File: src/rtl/ackeoi_pkg.sv
// Shared constants and types for the acknowledge/completion nesting unit.
// Assumes ten-bit interrupt numbers and eight-bit priorities.
package ackeoi_pkg;
    localparam int ID_W   = 10;
    localparam int PRIO_W = 8;

    typedef logic [ID_W-1:0]   irq_id_t;
    typedef logic [PRIO_W:0]   run_prio_t;

    localparam irq_id_t   SPURIOUS_ID = 10'd1023;
    localparam run_prio_t IDLE_PRIO   = 9'h100;

    typedef enum logic {
        WALK_IDLE,
        WALK_STEP
    } walk_state_e;
endpackage

File: src/rtl/ackeoi_admit.sv
// Decides whether an offered interrupt may preempt the running one and
// which processors lose its pending state. Purely combinational.
// Assumes the caller gates the result with the request and busy flags.
module ackeoi_admit
    import ackeoi_pkg::*;
#(
    parameter int NUM_IRQ = 64,
    parameter int NUM_CPU = 2,
    parameter int CPU_ID  = 0
) (
    input  irq_id_t             pend_id,
    input  logic [PRIO_W-1:0]   pend_prio,
    input  logic                pend_model,
    input  run_prio_t           run_prio,
    output logic                take,
    output logic [NUM_CPU-1:0]  clr_mask
);
    localparam logic [NUM_CPU-1:0] OWN_MASK = NUM_CPU'(1) << CPU_ID;
    localparam logic [NUM_CPU-1:0] ALL_MASK = {NUM_CPU{1'b1}};

    // Accept only a real, implemented number strictly more urgent than the running one.
    always_comb begin
        take = (pend_id != SPURIOUS_ID)
            && (pend_id < ID_W'(NUM_IRQ))
            && ({1'b0, pend_prio} < run_prio);
    end

    // Pick own processor or every processor for the clear strobe.
    always_comb begin
        clr_mask = pend_model ? ALL_MASK : OWN_MASK;
    end
endmodule

File: src/rtl/ackeoi_repend.sv
// Tells whether a completed interrupt must become pending again: it has
// to be level-sensitive, enabled, still high and routed here.
// Assumes the number has already been checked against NUM_IRQ.
module ackeoi_repend
    import ackeoi_pkg::*;
#(
    parameter int NUM_IRQ = 64
) (
    input  irq_id_t              done_id,
    input  logic [NUM_IRQ-1:0]   trig_edge,
    input  logic [NUM_IRQ-1:0]   irq_en,
    input  logic [NUM_IRQ-1:0]   line_lvl,
    input  logic [NUM_IRQ-1:0]   tgt_here,
    output logic                 hit
);
    localparam int IDX_W = $clog2(NUM_IRQ);

    logic [IDX_W-1:0] idx;
    logic             in_range;

    // Reduce the number to a table index and remember if it is implemented.
    always_comb begin
        idx      = done_id[IDX_W-1:0];
        in_range = done_id < ID_W'(NUM_IRQ);
    end

    // Combine the four qualifying bits.
    always_comb begin
        hit = in_range && !trig_edge[idx] && irq_en[idx]
            && line_lvl[idx] && tgt_here[idx];
    end
endmodule

File: src/rtl/ackeoi_link_table.sv
// Predecessor link per interrupt number, with one write port and
// NUM_RD combinational read ports. Reads of numbers outside the table
// return the spurious number. All links reset to the spurious number.
module ackeoi_link_table
    import ackeoi_pkg::*;
#(
    parameter int NUM_IRQ = 64,
    parameter int NUM_RD  = 3
) (
    input  logic     clk,
    input  logic     rst_n,
    input  logic     wr_en,
    input  irq_id_t  wr_addr,
    input  irq_id_t  wr_data,
    input  irq_id_t  rd_addr [NUM_RD],
    output irq_id_t  rd_data [NUM_RD]
);
    localparam int IDX_W = $clog2(NUM_IRQ);

    irq_id_t links [NUM_IRQ];

    // Store a link on request; clear the whole table on reset.
    always_ff @(posedge clk) begin
        if (!rst_n) begin
            for (int i = 0; i < NUM_IRQ; i++) begin
                links[i] <= SPURIOUS_ID;
            end
        end else if (wr_en && (wr_addr < ID_W'(NUM_IRQ))) begin
            links[wr_addr[IDX_W-1:0]] <= wr_data;
        end
    end

    // One guarded read port per requested address.
    for (genvar r = 0; r < NUM_RD; r++) begin : g_rd
        always_comb begin
            if (rd_addr[r] < ID_W'(NUM_IRQ)) begin
                rd_data[r] = links[rd_addr[r][IDX_W-1:0]];
            end else begin
                rd_data[r] = SPURIOUS_ID;
            end
        end
    end
endmodule

File: src/rtl/ackeoi_chain_walk.sv
// Walks the preemption chain one link per clock looking for a target
// number; on a hit it asks for the referring link to skip the target.
// Assumes the link table answers reads of cursor and target in-cycle.
module ackeoi_chain_walk
    import ackeoi_pkg::*;
(
    input  logic     clk,
    input  logic     rst_n,
    input  logic     start,
    input  irq_id_t  start_cursor,
    input  irq_id_t  start_target,
    input  irq_id_t  link_at_cursor,
    input  irq_id_t  link_at_target,
    output irq_id_t  cursor,
    output irq_id_t  target,
    output logic     wr_en,
    output irq_id_t  wr_addr,
    output irq_id_t  wr_data,
    output logic     busy
);
    walk_state_e state;
    logic        at_end;
    logic        found;

    // Classify the link examined in this step.
    always_comb begin
        at_end = (link_at_cursor == SPURIOUS_ID);
        found  = !at_end && (link_at_cursor == target);
    end

    // Advance the walk or finish it.
    always_ff @(posedge clk) begin
        if (!rst_n) begin
            state  <= WALK_IDLE;
            cursor <= SPURIOUS_ID;
            target <= SPURIOUS_ID;
        end else begin
            case (state)
                WALK_IDLE: begin
                    if (start) begin
                        cursor <= start_cursor;
                        target <= start_target;
                        state  <= WALK_STEP;
                    end
                end
                WALK_STEP: begin
                    if (at_end || found) begin
                        state <= WALK_IDLE;
                    end else begin
                        cursor <= link_at_cursor;
                    end
                end
                default: state <= WALK_IDLE;
            endcase
        end
    end

    // Bypass request: referring link takes the target's predecessor.
    always_comb begin
        busy    = (state == WALK_STEP);
        wr_en   = busy && found;
        wr_addr = cursor;
        wr_data = link_at_target;
    end
endmodule

File: src/rtl/ackeoi_unit.sv
// Per-processor acknowledge and completion nesting unit. Accepts an
// offered interrupt if it preempts the running one, keeps a chain of
// preempted numbers, retires completions from the top or the middle of
// that chain and re-pends level sources that are still asserted.
// Assumes NUM_IRQ is a power of two not above 1020 and that priority
// and configuration vectors are stable in the request cycle.
module ackeoi_unit
    import ackeoi_pkg::*;
#(
    parameter int NUM_IRQ = 64,
    parameter int NUM_CPU = 2,
    parameter int CPU_ID  = 0
) (
    input  logic                        clk,
    input  logic                        rst_n,
    input  logic                        ack_req,
    input  logic [9:0]                  pend_id,
    input  logic                        eoi_req,
    input  logic [31:0]                 eoi_data,
    input  logic [NUM_IRQ*8-1:0]        prio_flat,
    input  logic [NUM_IRQ-1:0]          trig_edge,
    input  logic [NUM_IRQ-1:0]          model_all,
    input  logic [NUM_IRQ-1:0]          irq_en,
    input  logic [NUM_IRQ-1:0]          line_lvl,
    input  logic [NUM_IRQ-1:0]          tgt_here,
    output logic                        ack_valid,
    output logic [9:0]                  ack_id,
    output logic [9:0]                  run_id,
    output logic [8:0]                  run_prio,
    output logic                        pclr_valid,
    output logic [9:0]                  pclr_id,
    output logic [NUM_CPU-1:0]          pclr_mask,
    output logic                        pset_valid,
    output logic [9:0]                  pset_id,
    output logic                        busy
);
    localparam int IDX_W  = $clog2(NUM_IRQ);
    localparam int NUM_RD = 3;

    // Priority of an implemented number, zero otherwise.
    function automatic logic [PRIO_W-1:0] prio_of(input irq_id_t id);
        if (id < ID_W'(NUM_IRQ)) begin
            return prio_flat[int'(id[IDX_W-1:0])*PRIO_W +: PRIO_W];
        end
        return '0;
    endfunction

    irq_id_t             eoi_id;
    logic                unused_eoi_hi;
    logic                ack_fire;
    logic                take_raw;
    logic                take;
    logic [NUM_CPU-1:0]  clr_mask;
    logic                model_bit;
    logic                eoi_ok;
    logic                pop;
    logic                walk_start;
    logic                repend_hit;
    irq_id_t             pred_id;
    irq_id_t             walk_cursor;
    irq_id_t             walk_target;
    logic                walk_wr_en;
    irq_id_t             walk_wr_addr;
    irq_id_t             walk_wr_data;
    logic                tbl_wr_en;
    irq_id_t             tbl_wr_addr;
    irq_id_t             tbl_wr_data;
    irq_id_t             rd_addr [NUM_RD];
    irq_id_t             rd_data [NUM_RD];

    // Split the completion word and qualify both request kinds.
    always_comb begin
        eoi_id        = eoi_data[ID_W-1:0];
        unused_eoi_hi = ^eoi_data[31:ID_W];
        model_bit     = (pend_id < ID_W'(NUM_IRQ)) ? model_all[pend_id[IDX_W-1:0]] : 1'b0;
        ack_fire      = ack_req && !busy;
        take          = ack_fire && take_raw;
        eoi_ok        = eoi_req && !busy && !ack_req
                     && (eoi_id < ID_W'(NUM_IRQ)) && (run_id != SPURIOUS_ID);
        pop           = eoi_ok && (eoi_id == run_id);
        walk_start    = eoi_ok && (eoi_id != run_id);
    end

    ackeoi_admit #(
        .NUM_IRQ (NUM_IRQ),
        .NUM_CPU (NUM_CPU),
        .CPU_ID  (CPU_ID)
    ) i_admit (
        .pend_id    (pend_id),
        .pend_prio  (prio_of(pend_id)),
        .pend_model (model_bit),
        .run_prio   (run_prio),
        .take       (take_raw),
        .clr_mask   (clr_mask)
    );

    ackeoi_repend #(
        .NUM_IRQ (NUM_IRQ)
    ) i_repend (
        .done_id   (eoi_id),
        .trig_edge (trig_edge),
        .irq_en    (irq_en),
        .line_lvl  (line_lvl),
        .tgt_here  (tgt_here),
        .hit       (repend_hit)
    );

    // Link table reads: predecessor of running, walk cursor, walk target.
    always_comb begin
        rd_addr[0] = run_id;
        rd_addr[1] = walk_cursor;
        rd_addr[2] = walk_target;
        pred_id    = rd_data[0];
    end

    // Write port: an accepted acknowledge records the preempted number,
    // otherwise the walker may bypass a link.
    always_comb begin
        if (take) begin
            tbl_wr_en   = 1'b1;
            tbl_wr_addr = pend_id;
            tbl_wr_data = run_id;
        end else begin
            tbl_wr_en   = walk_wr_en;
            tbl_wr_addr = walk_wr_addr;
            tbl_wr_data = walk_wr_data;
        end
    end

    ackeoi_link_table #(
        .NUM_IRQ (NUM_IRQ),
        .NUM_RD  (NUM_RD)
    ) i_links (
        .clk     (clk),
        .rst_n   (rst_n),
        .wr_en   (tbl_wr_en),
        .wr_addr (tbl_wr_addr),
        .wr_data (tbl_wr_data),
        .rd_addr (rd_addr),
        .rd_data (rd_data)
    );

    ackeoi_chain_walk i_walk (
        .clk            (clk),
        .rst_n          (rst_n),
        .start          (walk_start),
        .start_cursor   (run_id),
        .start_target   (eoi_id),
        .link_at_cursor (rd_data[1]),
        .link_at_target (rd_data[2]),
        .cursor         (walk_cursor),
        .target         (walk_target),
        .wr_en          (walk_wr_en),
        .wr_addr        (walk_wr_addr),
        .wr_data        (walk_wr_data),
        .busy           (busy)
    );

    // Answer, strobes and running state, all one cycle after the request.
    always_ff @(posedge clk) begin
        if (!rst_n) begin
            ack_valid  <= 1'b0;
            ack_id     <= SPURIOUS_ID;
            run_id     <= SPURIOUS_ID;
            run_prio   <= IDLE_PRIO;
            pclr_valid <= 1'b0;
            pclr_id    <= SPURIOUS_ID;
            pclr_mask  <= '0;
            pset_valid <= 1'b0;
            pset_id    <= SPURIOUS_ID;
        end else begin
            ack_valid  <= ack_fire;
            ack_id     <= take ? pend_id : SPURIOUS_ID;
            pclr_valid <= take;
            pclr_id    <= pend_id;
            pclr_mask  <= clr_mask;
            pset_valid <= eoi_ok && repend_hit;
            pset_id    <= eoi_id;
            if (take) begin
                run_id   <= pend_id;
                run_prio <= {1'b0, prio_of(pend_id)};
            end else if (pop) begin
                run_id   <= pred_id;
                run_prio <= (pred_id == SPURIOUS_ID) ? IDLE_PRIO : {1'b0, prio_of(pred_id)};
            end
        end
    end
endmodule

File: config.mk
export PLATFORM = sky130hd
export DESIGN_NAME = ackeoi_unit
export DESIGN_NICKNAME = d
export VERILOG_FILES = /design/src/rtl/ackeoi_pkg.sv /design/src/rtl/ackeoi_admit.sv /design/src/rtl/ackeoi_repend.sv /design/src/rtl/ackeoi_link_table.sv /design/src/rtl/ackeoi_chain_walk.sv /design/src/rtl/ackeoi_unit.sv
export SDC_FILE = /design/constraint.sdc
export NUM_CORES = 2
export LEC_CHECK = 0
export BUFFER_PORTS_ARGS = -buffer_cell sky130_fd_sc_hd__buf_2
export CAP_MARGIN = 5
export CORE_MARGIN = 3
export CORE_UTILIZATION = 23
export CTS_CLUSTER_SIZE = 16
export DETAILED_ROUTE_END_ITERATION = 10
export MAX_ROUTING_LAYER = met4
export PLACE_DENSITY = 0.51
export REMOVE_ABC_BUFFERS = 1
export SETUP_SLACK_MARGIN = 0.2
export SLEW_MARGIN = 5
export SYNTH_ARGS = -nofsm -noshare
export SYNTH_HDL_FRONTEND = slang
export SYNTH_SLANG_ARGS = --single-unit
File: constraint.sdc
create_clock -name clk -period 11.9 [get_ports clk]
set_clock_uncertainty 0.1 [all_clocks]
set_input_delay 3.57 -clock clk [delete_from_list [all_inputs] [get_ports clk]]
set_output_delay 3.57 -clock clk [all_outputs]
set_load 0.005 [all_outputs]
==> impl_metrics.toml <==
[route]
drc = 0
drtAntennaViolNets = 0
vias_per_cell = 5.957
post_drt_wl_per_cell_um = 41.34
drt_wl_total_mm = 349.4
dr.pass1.iters = 8
first_iter_violations = 8167
vias = 50360

[run]
cap_violations = 0

[clock_network]
cts-root-buf = "clkbuf_16"
postCtsResizedCells = 0
ctsLongestPathBuffers = 3
cts_tree = "built"
cts_htree_levels = 3
clk_pin_slew_ns = 0.06
cts_hold_buffers = 0
cts_setup_buffers = 0
cts.sinks = 733
cts_buffers = 89
clk_latency_ns = 0.73

[pwr]
p_leak_nw = 21.07
total_power_mw = 6.482
vdd_drop_max_v = 0.0001044
pwr_density_cell_mw_per_mm2 = 98.62

[layout]
layout_commonest_cell = "nand2_1"
synthToLayoutAreaGrowth_pct = 22.26
layout.core_utilization = 0.2843
final_cell_mix = "nand2_1 (990), buf_2 (905), mux4_2 (735)"
num-nets-final = 6037
fill_cells = 24060
drive_above_1_share = 0.4051
multi_input_area_mm2 = 0.03065
seq_area_mm2 = 0.02111

[timing]
min_period_ns = 10.65
fmax_ghz = 0.09389
finalCritPeriodShare = 0.8950
rsz0062_at_grt = "no"
relSlewSlack = 0.1360
slew_violations = 0
hold_violations = 0
tns_ns = 0
setup_violations = 0
tightest_slew_ns = 1.291

[synth]
synth_ff_type = "edfxtp_1"
avgSynthCellArea_um2 = 12.26
yosys_register_bits = 733
syn_inst = 4387
netlist_area_mm2 = 0.05377
async_flop_share = 0
synth.distinct_cells = 84
synth_enable_flop_cells = 640
yosysWarnings = 0
synth.yosys.seq_area_share = 0.3921

[die]
start_util = 0.2325
dieWidth_um = 489.5
dieHeight_um = 489.5
io_pins = 933
fp-row-count = 176
die-area_mm2 = 0.2396
core_area_mm2 = 0.2312

[setup_path]
crit_type = "input port to flop"
crit_fanout = 49
crit_path_start_kind = "input port"
arrival_ns = 10.90
crit_path_end_kind = "flop"
worstPathRequired_ns = 12.15

[global_route]
grt_max_degree = 143
grt_pass1_vias = 46700
grt_first_pass_wirelength_mm = 450.3
grt_overflow = 0
grt_util_all_layers = 0.2901
antenna_found_initial = 155

[run_status]
outcome = "complete, no violations"

[place]
portBuffers = 910
dp_hpwl_mm = 263.6
place.gp.congestion = 1.060

[worst_hold_path]
hold_class = "flop to flop"
-- logic make-up (layout without fill, tap and decap cells) --
| logic type | count (synthesis) | after routing | synth area share |
|---|---|---|---|
| buffers and inverters | 519 | 1355 | 0.04149 |
| XOR/XNOR | 17 | 17 | 0.002769 |
| AND/OR/NAND/NOR | 1631 | 1631 | 0.1380 |
| AO/OA/AOI/OAI | 482 | 482 | 0.06672 |
| flip-flops | 733 | 733 | 0.3921 |
| other | 0 | 204 | 0 |
| adder cells (fa/ha/maj) | 7 | 7 | 0.001629 |
| multiplexers | 998 | 998 | 0.3573 |
-- critical path, stage by stage --
cell	delay, ns
buf_8	0.50
buf_12	0.35
mux4_2	0.59
mux4_2	0.51
mux4_2	0.50
nand2_1	0.12
inv_1	0.05
ha_1	0.31
a21o_1	0.12
a21o_1	0.11
a21o_1	0.11
a21oi_1	0.14
o21ai_0	0.74
nor2_4	0.20
buf_4	0.30
or3_1	0.39
o31ai_2	0.91
and2_1	0.65
nand2b_1	0.62
-- sequential cells by signal (all words and copies together), names as in the netlist, 2 cells and up, named ones only --
name / flops
ack_id: 10
i_links.links: 640
i_walk.cursor: 10
i_walk.target: 10
pclr_id: 10
pclr_mask: 2
pset_id: 10
run_id: 10
run_prio: 9
-- power breakdown --
group | total (mW) | switching, mW | leakage, nW | internal (mW)
logic | 0.807 | 0.502 | 14.6 | 0.305
clock network | 2.88 | 1.24 | 1.41 | 1.65
registers | 2.79 | 0.00662 | 5.06 | 2.79
total | 6.48 | 1.74 | 21.1 | 4.74
-- area by class of cell --
type                       count  share of cell area
antenna                      204            0.007766
clock buffer                 104             0.03571
clock inverter                58            0.008984
inverter                      38            0.002208
multi-input combinational   3135              0.4662
sequential                   733              0.3212
tap                         3026             0.05760
timing repair buffer        1155              0.1003
-- final timing paths --
path,from,to,slack [ns],cells past startpoint
max,pend_id[0],i_links.links[28][4],1.25,19
min,i_walk.cursor[9],i_walk.cursor[9],0.40,2
max reg2reg,flop,i_links.links[28][4],4.24,12
min reg2reg,i_walk.cursor[9],i_walk.cursor[9],0.40,2
-- routing by layer --
layer,routed length [µm],share of wire,global-route usage
met5,0,0,-
met1,119900,0.34,0.3304
met4,35010,0.10,0.2337
met2,153000,0.44,0.4229
met3,41500,0.12,0.08644
-- per-stage QoR --
| stage | setup slack, ns | hold slack (ns) | std cells | cell area, µm² |
|---|---|---|---|---|
| after detailed placement | 0.6554 | 0.3849 | 8087 | 62280 |
| after floorplan | -9.632 | 0.3430 | 3906 | 51680 |
| after global routing | 1.111 | 0.4265 | 8420 | 65650 |
| after CTS | 1.356 | 0.4070 | 8249 | 65220 |
| after global placement | 0.6509 | 0.3742 | 8087 | 62280 |
| final | 1.249 | 0.4038 | 8453 | 65730 |
-- cell usage after synthesis (50+ instances only) --
library cell | instances | share of area
nand2_1 | 990 | 0.069
o21ai_0 | 86 | 0.0080
a22oi_1 | 50 | 0.0070
dfxtp_1 | 93 | 0.035
nand3_1 | 156 | 0.015
and2_0 | 58 | 0.0067
edfxtp_1 | 640 | 0.36
nor2_1 | 110 | 0.0077
nand2b_1 | 73 | 0.0085
buf_1 | 56 | 0.0039
mux4_2 | 735 | 0.31
buf_2 | 139 | 0.013
mux2i_1 | 242 | 0.045
clkbuf_1 | 260 | 0.018
Note: power is estimated with default switching activity, not from simulation.
